==> config.mk <==
export PLATFORM = sky130hd
export DESIGN_NAME = clut_host_port
export DESIGN_NICKNAME = d
export VERILOG_FILES = /design/src/rtl/clut_host_pkg.sv /design/src/rtl/clut_host_ctrl.sv /design/src/rtl/clut_host_dpath.sv /design/src/rtl/clut_host_port.sv
export SDC_FILE = /design/constraint.sdc
export NUM_CORES = 1
export LEC_CHECK = 0
export BUFFER_PORTS_ARGS = -buffer_cell sky130_fd_sc_hd__buf_4
export CAP_MARGIN = 20
export CORE_MARGIN = 4
export CORE_UTILIZATION = 45
export CTS_BUF_LIST = sky130_fd_sc_hd__clkbuf_8
export CTS_CLUSTER_SIZE = 16
export DETAILED_ROUTE_END_ITERATION = 7
export GPL_TIMING_DRIVEN = 0
export PLACE_DENSITY = 0.79
export SYNTH_ARGS = -nofsm -noshare
export SYNTH_HDL_FRONTEND = slang
export SYNTH_SLANG_ARGS = --single-unit
==> constraint.sdc <==
create_clock -name clk -period 1.9 [get_ports clk]
set_clock_uncertainty 0.1 [all_clocks]
set_input_delay 0.19 -clock clk [delete_from_list [all_inputs] [get_ports clk]]
set_output_delay 0.19 -clock clk [all_outputs]
set_load 0.05 [all_outputs]
==> src/rtl/clut_host_pkg.sv <==
package clut_host_pkg;
  localparam int BUS_W    = 8;
  localparam int COMP_W   = BUS_W;
  localparam int ADDR_W   = BUS_W;
  localparam int OVL_AW   = 4;
  localparam int N_COMP   = 3;
  localparam int WORD_W   = COMP_W * N_COMP;
  localparam int LOW_BITS = 2;

  typedef enum logic [2:0] {
    SEL_PAL_WADDR = 3'b000,
    SEL_PAL_DATA  = 3'b001,
    SEL_UNUSED    = 3'b010,
    SEL_PAL_RADDR = 3'b011,
    SEL_OVL_WADDR = 3'b100,
    SEL_OVL_DATA  = 3'b101,
    SEL_CMD       = 3'b110,
    SEL_OVL_RADDR = 3'b111
  } hostSel_t;

  typedef struct packed {
    logic       latchByte;
    logic       fetch;
    logic       cmdWrite;
    logic [1:0] phase;
  } hostStrobes_t;
endpackage

==> src/rtl/clut_host_ctrl.sv <==
module clut_host_ctrl
  import clut_host_pkg::*;
(
  input  logic              clk,
  input  logic              rstN,
  input  hostSel_t          selCode,
  input  logic              hostWr,
  input  logic              hostRd,
  input  logic [BUS_W-1:0]  hostDin,
  output hostStrobes_t      strobes,
  output logic              storeNow,
  output logic              toOverlay,
  output logic [ADDR_W-1:0] addrQ,
  output logic [ADDR_W-1:0] accessAddr
);
  localparam logic [ADDR_W-1:0] ADDR_STEP = ADDR_W'(1);

  logic [1:0] phaseQ;
  logic isAddrSel, isDataSel, loadAddr, readAhead, dataWr, dataRd, lastPhase;

  always_comb begin
    isAddrSel = (selCode == SEL_PAL_WADDR) || (selCode == SEL_PAL_RADDR) ||
                (selCode == SEL_OVL_WADDR) || (selCode == SEL_OVL_RADDR);
    isDataSel = (selCode == SEL_PAL_DATA) || (selCode == SEL_OVL_DATA);
    toOverlay = selCode[2];
    loadAddr  = hostWr && isAddrSel;
    readAhead = hostWr && ((selCode == SEL_PAL_RADDR) || (selCode == SEL_OVL_RADDR));
    dataWr    = hostWr && isDataSel;
    dataRd    = hostRd && !hostWr && isDataSel;
    lastPhase = (phaseQ == 2'd2);
    storeNow  = dataWr && lastPhase;
    accessAddr = loadAddr ? hostDin : addrQ;

    strobes.latchByte = dataWr && !lastPhase;
    strobes.fetch     = readAhead || (dataRd && lastPhase);
    strobes.cmdWrite  = hostWr && (selCode == SEL_CMD);
    strobes.phase     = phaseQ;
  end

  always_ff @(posedge clk or negedge rstN) begin
    if (!rstN) begin
      addrQ  <= '0;
      phaseQ <= 2'd0;
    end else if (loadAddr) begin
      addrQ  <= readAhead ? hostDin + ADDR_STEP : hostDin;
      phaseQ <= 2'd0;
    end else begin
      if (storeNow || strobes.fetch) addrQ <= addrQ + ADDR_STEP;
      if (dataWr || dataRd) phaseQ <= lastPhase ? 2'd0 : phaseQ + 2'd1;
    end
  end

  // the phase counter never reaches the unused code
  a_r3_phase_legal: assert property (@(posedge clk) disable iff (!rstN)
    phaseQ != 2'd3);

  // an address load returns the counter to red
  a_r3_addr_load_clears_phase: assert property (@(posedge clk) disable iff (!rstN)
    loadAddr |=> phaseQ == 2'd0);

  // an address read alone leaves address and phase untouched
  a_r8_addr_read_keeps_state: assert property (@(posedge clk) disable iff (!rstN)
    (hostRd && !hostWr && isAddrSel) |=> ($stable(addrQ) && $stable(phaseQ)));

  // a stored entry moves the address on by one, modulo 256
  a_r4_store_steps_addr: assert property (@(posedge clk) disable iff (!rstN)
    storeNow |=> addrQ == $past(addrQ) + ADDR_STEP);
endmodule

==> src/rtl/clut_host_dpath.sv <==
module clut_host_dpath
  import clut_host_pkg::*;
(
  input  logic              clk,
  input  logic              rstN,
  input  hostSel_t          selCode,
  input  logic              hostRd,
  input  logic [BUS_W-1:0]  hostDin,
  input  hostStrobes_t      strobes,
  input  logic [ADDR_W-1:0] addrQ,
  input  logic [WORD_W-1:0] fetchData,
  output logic [WORD_W-1:0] storeWord,
  output logic [BUS_W-1:0]  hostDout,
  output logic              hostDoutEn
);
  logic              cmdQ;
  logic [COMP_W-1:0] compQ [N_COMP];
  logic [COMP_W-1:0] widened;
  logic [COMP_W-1:0] selComp;

  assign widened   = cmdQ ? hostDin : {hostDin[COMP_W-LOW_BITS-1:0], {LOW_BITS{1'b0}}};
  assign storeWord = {compQ[0], compQ[1], widened};

  always_ff @(posedge clk or negedge rstN) begin
    if (!rstN)                 cmdQ <= 1'b1;
    else if (strobes.cmdWrite) cmdQ <= hostDin[0];
  end

  for (genvar c = 0; c < N_COMP; c++) begin : g_hold
    localparam int HI = WORD_W - 1 - c * COMP_W;
    always_ff @(posedge clk or negedge rstN) begin
      if (!rstN)
        compQ[c] <= '0;
      else if (strobes.fetch)
        compQ[c] <= fetchData[HI -: COMP_W];
      else if (strobes.latchByte && strobes.phase == 2'(c))
        compQ[c] <= widened;
    end
  end

  always_comb begin
    case (strobes.phase)
      2'd0:    selComp = compQ[0];
      2'd1:    selComp = compQ[1];
      default: selComp = compQ[2];
    endcase
    case (selCode)
      SEL_PAL_DATA, SEL_OVL_DATA:
        hostDout = cmdQ ? selComp : {{LOW_BITS{1'b0}}, selComp[COMP_W-1:LOW_BITS]};
      SEL_CMD:    hostDout = {{(BUS_W-1){1'b0}}, cmdQ};
      SEL_UNUSED: hostDout = '0;
      default:    hostDout = addrQ;
    endcase
    hostDoutEn = hostRd;
  end

  // colour reads in 6-bit mode leave the top two bus bits clear
  a_r10_six_bit_read_top_zero: assert property (@(posedge clk) disable iff (!rstN)
    (hostRd && !cmdQ && (selCode == SEL_PAL_DATA || selCode == SEL_OVL_DATA))
      |-> hostDout[BUS_W-1:BUS_W-LOW_BITS] == '0);
endmodule

==> src/rtl/clut_host_port.sv <==
module clut_host_port
  import clut_host_pkg::*;
(
  input  logic              clk,
  input  logic              rstN,
  input  logic [2:0]        hostSel,
  input  logic              hostWr,
  input  logic              hostRd,
  input  logic [BUS_W-1:0]  hostDin,
  output logic [BUS_W-1:0]  hostDout,
  output logic              hostDoutEn,
  output logic [ADDR_W-1:0] palAddr,
  output logic              palWe,
  output logic [WORD_W-1:0] palWdata,
  input  logic [WORD_W-1:0] palRdata,
  output logic [OVL_AW-1:0] ovlAddr,
  output logic              ovlWe,
  output logic [WORD_W-1:0] ovlWdata,
  input  logic [WORD_W-1:0] ovlRdata
);
  hostSel_t          selCode;
  hostStrobes_t      strobes;
  logic              storeNow, toOverlay, ovlReserved;
  logic [ADDR_W-1:0] addrQ, accessAddr;
  logic [WORD_W-1:0] fetchData, storeWord;

  assign selCode     = hostSel_t'(hostSel);
  assign palAddr     = accessAddr;
  assign ovlAddr     = accessAddr[OVL_AW-1:0];
  assign ovlReserved = (ovlAddr == '0);
  assign fetchData   = toOverlay ? (ovlReserved ? '0 : ovlRdata) : palRdata;
  assign palWe       = storeNow && !toOverlay;
  assign ovlWe       = storeNow && toOverlay && !ovlReserved;
  assign palWdata    = storeWord;
  assign ovlWdata    = storeWord;

  clut_host_ctrl ctrl_i (
    .clk(clk), .rstN(rstN), .selCode(selCode), .hostWr(hostWr), .hostRd(hostRd),
    .hostDin(hostDin), .strobes(strobes), .storeNow(storeNow), .toOverlay(toOverlay),
    .addrQ(addrQ), .accessAddr(accessAddr)
  );

  clut_host_dpath dpath_i (
    .clk(clk), .rstN(rstN), .selCode(selCode), .hostRd(hostRd), .hostDin(hostDin),
    .strobes(strobes), .addrQ(addrQ), .fetchData(fetchData), .storeWord(storeWord),
    .hostDout(hostDout), .hostDoutEn(hostDoutEn)
  );
endmodule

Yosys cells after proc, flatten, opt, wreduce, memory -nomap -nowiden
Index checks and enable logic that the tools add are counted.

operators by class
  add/subtract/negate cells = 3
  equality and inequality tests = 9
  mux-type cells = 19
  reductions and logical operators = 36

operators with widths
  kind                                           count
  2-to-1 mux 8 bit                               12
  2-to-1 mux 24 bit                              2
  case mux 8 bit (3 select lines)                1
  adder 8 x 1 -> 8 bit, second input constant    2
  case mux 8 bit (2 select lines)                1
  logical AND 1 bit                              15
  == test 3 bit, second input constant           4
  nonzero test 2 bit                             5
  logical OR 1 bit                               8
  == test 3 x 2 -> 1 bit, second input constant  2
  2-to-1 mux 2 bit                               3
  logical NOT 1 bit                              4
  logical NOT 4 bit                              1
  == test 3 x 1 -> 1 bit, second input constant  1
  logical NOT 3 bit                              1
  adder 2 x 1 -> 2 bit, second input constant    1
  == test 2 x 1 -> 1 bit, second input constant  1
  == test 2 bit, second input constant           1
  logical NOT 2 bit                              1
  OR reduction 2 bit                             1

word-level totals
  flip-flop bits (word level) = 35
  bits of input ports = 63
  output and inout port bits = 71

Depth between registers and ports, before layout
  depth in word-level cells = 10
  depth in mapped cells = 8
  depth with buffers taken out = 5

Modules after synthesis
Synthesis repeated with hierarchy kept, for this count alone.

second synthesis, totals
  cell total of the unflattened synthesis = 350
  area total of the unflattened synthesis = 3,286.9 um^2

modules (own cells, without submodules)
  module           instances  cells an instance  area each (um^2)  seq. area each (um^2)
  clut_host_dpath  1          183                1,811.7           626.9
  clut_host_ctrl   1          107                979.7             250.2
  clut_host_port   1          60                 495.5             0.0

Worst setup path after synthesis
Ideal clock, no wire load.

  path kind = reg-to-output
  start point = reg dpath_i.cmdQ
  end point = out hostDout[2]
  data arrival time = 2.524 ns
  setup slack = -0.914 ns
  cell stages (with the launch flop) = 7
  cells stage by stage = dfstp_2 clkbuf_1 buf_1 inv_1 a211oi_1 a21oi_1 o21ai_0

on the way
  cells in the longest elaborated chain, start to end = 2

ends and longest elaborated chain
  item                             line                   source
  start: declaration               clut_host_dpath.sv:16  logic cmdQ;
  start signal: assignment         clut_host_dpath.sv:26  else if (strobes.cmdWrite) cmdQ <= hostDin[0];
  2-to-1 mux 8 bit                 clut_host_dpath.sv:49  hostDout = cmdQ ? selComp : {{LOW_BITS{1'b0}}, selComp[COMP_W-1:LOW_BITS]};
  case mux 8 bit (3 select lines)  clut_host_dpath.sv:47  case (selCode)
  end: declaration                 clut_host_port.sv:10   output logic [BUS_W-1:0] hostDout,

Every way passes these cells.

Final worst setup path
  start point = reg ctrl_i.phaseQ[0]
  end point = out hostDout[0]

on the way
  cells in the longest elaborated chain, start to end = 4

ends and longest elaborated chain
  item                                                         line                   source
  start: declaration                                           clut_host_ctrl.sv:18   logic [1:0] phaseQ;
  start signal: assignment                                     clut_host_ctrl.sv:49   if (dataWr || dataRd) phaseQ <= lastPhase ? 2'd0 : phaseQ + 2'd1;
  == test 2 x 1 -> 1 bit or logical NOT 2 bit (tied branches)  clut_host_dpath.sv:42  case (strobes.phase)
  case mux 8 bit (2 select lines) (*)                          clut_host_dpath.sv:42
  2-to-1 mux 8 bit (*)                                         clut_host_dpath.sv:49
  case mux 8 bit (3 select lines) (*)                          clut_host_dpath.sv:47

Every way passes the cells marked *; elsewhere a longest branch is shown, timed or not.

==> summary.txt <==
Setup path
  • FF-to-FF End: dpath_i.storeWord[14]
  • WP data arrival: 1920 ps
  • End point of the critical path: hostDout[0]
  • Crit path required time: 1610 ps
  • Reg2reg setup slack: -260 ps
  • Crit Path Max Fanout: 5
  • Setup crit start: ctrl_i.phaseQ[0]
  • Worst r2r src: ctrl_i.addrQ[0]
  • Startpoint kind of the worst setup timing path: flop
  • Worst reg2reg path depth: 6
  • Sort of element at the end of the critical path: output pin
  • Type of the worst setup path: flop to output pin

CTS
  • Clock-pin slew on the worst setup and hold paths: 90 ps
  • Later-pin clock latency in the skew report: 300 ps
  • Clock buffers created by TritonCTS: 5
  • Master cell of the clock root buffer: sky130_fd_sc_hd__clkbuf_8
  • TritonCTS clock tree: built
  • Maximum root-to-sink buffer count: 2
  • Total number of H-tree levels: 2
  • Total number of clock tree sinks: 35

Yosys
  • Share of the synthesized area in the top cell type: 27.4%
  • Post-synth ARST share: 100%
  • Post-synthesis cell type count: 56
  • Top cells by area, synth: sky130_fd_sc_hd__dfrtp_1 27%, sky130_fd_sc_hd__buf_4 11%, sky130_fd_sc_hd__nand2_1 5.4%
  • Biggest area consumer among synthesized cells: sky130_fd_sc_hd__dfrtp_1
  • Cell count after synthesis: 380
  • Portion of the post-synthesis area used by sequential elements: 28.2%
  • Number of register bits inferred by synthesis: 35
  • Top cells by instance count after synthesis: 45 x sky130_fd_sc_hd__buf_4, 45 x sky130_fd_sc_hd__nand2_1, 34 x sky130_fd_sc_hd__dfrtp_1
  • Warnings, synthesis: 0
  • EDFF count, synth: 0
  • Post-Syn Nets: 445
  • Average size of a mapped cell: 8.18 sq um
  • Main synth FF type: sky130_fd_sc_hd__dfrtp_1
  • Cell area after technology mapping: 3110 sq um

Power and ir drop
  • Relative contribution of the clock network to total power: 12.8%
  • Worst vdd rail ir drop: 0.643 mV
  • Internal: 2860 uW
  • Proportion of power drawn by combinational gates: 66.7%
  • Share of total power in sequential cells: 20.4%
  • Leakage power figure: 0.00230 uW
  • Post-route total power: 5650 uW
  • Reported net switching power: 2790 uW
  • Power density relative to cell area: 1150 nW/um^2
  • Sw Share: 49.4%

Floorplanning
  • Std-Cell Rows: 30
  • Area enclosed by the die boundary: 8300 sq um
  • Die extent in x: 91.1 um
  • Initial core utilization: 46.0%
  • IO Count: 134
  • Die height: 91.1 um
  • Area of the placeable core: 6760 sq um

Drt
  • Iteration-0 DRC count of the detailed router: 417
  • Met1 wire length: 4740 um
  • Met3 Routed Length: 1110 um
  • Vias: 3,652
  • Pre-Repair DR Iteration Count: 5
  • Residual DRC: 0
  • Mean number of vias per cell: 5.91
  • Average detailed-routed wire length per instance: 19.0 um
  • Met2 layer wire length in the routed design: 5660 um
  • Total routed wirelength: 11,800 um
  • DR top layer: met4
  • Number of nets with antenna violations after detailed routing: 0

Timing
  • Endpoints failing hold: 0
  • Sum of negative setup slack: -5370 ps
  • Slew Viols, Final: 0
  • Final clock period utilization by the worst path: 117%
  • Unrepaired setup endpoints after global routing: yes
  • Total of endpoints with negative setup slack in the final report: 25
  • Max transition margin: 54.4%
  • Transition time at the pin with the least slew margin: 679 ps
  • Setup ws final: -314 ps
  • Post-layout min period: 2210 ps
  • Max frequency: 452 MHz

Placed design
  • GP Congestion: 0.938
  • DP Worst Slack: -442 ps
  • Number of port buffers: 130
  • Placed cell areas: 4290 sq um
  • HPWL after detailed placement: 8380 um

Global routing
  • Remaining global-route overflow: 0
  • Pin count of the biggest net entering global routing: 36
  • Vias in the first global route: 3,540
  • Antenna violations before repair: 0
  • Global-route wire length before repair: 18,400 um
  • GRT Resource Usage Total: 27.4%

Cells and area
  • Design area: 4900 sq um
  • Share of the core filled with cells in the final layout: 72.6%
  • Number of antenna repair diodes: 0
  • Fraction of layout instances using a drive strength above 1: 51.3%
  • Total Nets Final: 602
  • Area growth syn-to-layout: 57.8%

Run
  • Number of maximum-capacitance violations: 0

Run status
  • Violations in the final reports: setup timing
  • Run status: finished, violations left

Hold path
  • Worst hold path class: primary input to flop
critical path, stage by stage, from the launching register on:
cell and delay [ps]:
sky130_fd_sc_hd__dfrtp_2 440, sky130_fd_sc_hd__buf_6 150, sky130_fd_sc_hd__mux2_4 290, sky130_fd_sc_hd__mux2i_1 150, sky130_fd_sc_hd__o21ai_1 80, sky130_fd_sc_hd__a221o_2 370
sky130_fd_sc_hd__buf_8 160
layout make-up:
| cell class | instances | area [sq um] |
|---|---|---|
| plain buffers | 68 | 483 |
| clock buffers | 5 | 68.8 |
| clock inverters | 3 | 43.8 |
| fillers | 519 | 1850 |
| inverters | 6 | 22.5 |
| multi-input cells | 263 | 1970 |
| flip-flops and latches | 35 | 881 |
| well taps | 80 | 100 |
| repair buffers | 158 | 1330 |
layout by cell type (no fill, tap or decap), types with 3 or more instances in the layout:
cell type                  count
sky130_fd_sc_hd__nand2_1      38
sky130_fd_sc_hd__a31oi_1      12
sky130_fd_sc_hd__buf_8         9
sky130_fd_sc_hd__nand2_2       3
sky130_fd_sc_hd__o21ai_2       8
sky130_fd_sc_hd__nand2_4       4
sky130_fd_sc_hd__dfrtp_1      31
sky130_fd_sc_hd__o21ai_1       7
sky130_fd_sc_hd__clkbuf_1      8
sky130_fd_sc_hd__clkbuf_2      6
sky130_fd_sc_hd__mux2_4        7
sky130_fd_sc_hd__dfrtp_2       3
sky130_fd_sc_hd__nand3_1       9
sky130_fd_sc_hd__mux2i_1       9
sky130_fd_sc_hd__a21oi_1       5
sky130_fd_sc_hd__inv_1         6
sky130_fd_sc_hd__clkbuf_8      6
sky130_fd_sc_hd__buf_4       176
sky130_fd_sc_hd__a221o_1      14
sky130_fd_sc_hd__nand4_1      11
sky130_fd_sc_hd__nand2b_1     11
sky130_fd_sc_hd__nor2b_1       7
sky130_fd_sc_hd__o211ai_1      4
sky130_fd_sc_hd__a211oi_1      4
sky130_fd_sc_hd__nor2_1       15
sky130_fd_sc_hd__o21ai_0      10
sky130_fd_sc_hd__mux2i_2       3
sky130_fd_sc_hd__xnor2_1       4
sky130_fd_sc_hd__a22o_1       17
sky130_fd_sc_hd__buf_6        20
sky130_fd_sc_hd__and2_1        5
per-stage QoR:
stage	std cells	hold WS [ps]
floorplan	380	-206
global route	618	11.3
CTS	614	5.82
detailed placement	590	79.4
finish	618	10.7
global placement	590	77.0
power groups by stage:
stage | clock, uW | combinational (uW) | sequential (uW)
2_1_floorplan | 0 | 2450 | 1100
3_3_place_gp | 0 | 3270 | 1170
3_5_place_dp | 0 | 3300 | 1180
4_1_cts | 721 | 3650 | 1140
5_1_grt | 755 | 3930 | 1180
6_report | 726 | 3770 | 1160
layer usage:
metal | up-vias | GRT usage (%)
met5 | - | 0
met4 | 0 | 8.92
met3 | 29 | 5.88
met2 | 234 | 44.6
met1 | 1717 | 36.2
li1 | 1672 | -
flip-flops by register name, summed over array words and instances, names as in the netlist:
signal             count
dpath_i.compQ          8
ctrl_i.phaseQ          2
dpath_i.storeWord     16
ctrl_i.addrQ           8
dpath_i.cmdQ           1
cell families after synthesis:
| kind of cell | after synthesis | synth area share (%) |
|---|---|---|
| and+or+nand+nor | 131 | 21.9 |
| DFF | 35 | 28.2 |
| adders and majority gates | 2 | 0.805 |
| buffers and inverters | 82 | 15.9 |
| muxes | 21 | 7.09 |
| AOI/OAI and AO/OA | 104 | 24.4 |
| xor gates and xnor gates | 5 | 1.65 |
repair_timing:
item	CTS	global route
gates cloned	1	1
hold endpoints to repair	34	0
setup buffers	20	5
resized for setup	75	37
hold buffers	1	0
pin swaps	14	21
endpoints found under the setup margin	63	48
worst min-delay path by stage:
stage | cells after the start | to | startpoint
floorplan | 0 | ctrl_i.addrQ[0] | rstN
global placement | 1 | ctrl_i.addrQ[0] | rstN
detailed placement | 1 | ctrl_i.addrQ[0] | rstN
CTS | 2 | dpath_i.storeWord[21] | ovlRdata[21]
global route | 2 | dpath_i.storeWord[13] | ovlRdata[13]
finish | 2 | dpath_i.storeWord[21] | ovlRdata[21]
Power figures use the tool's default switching activity.
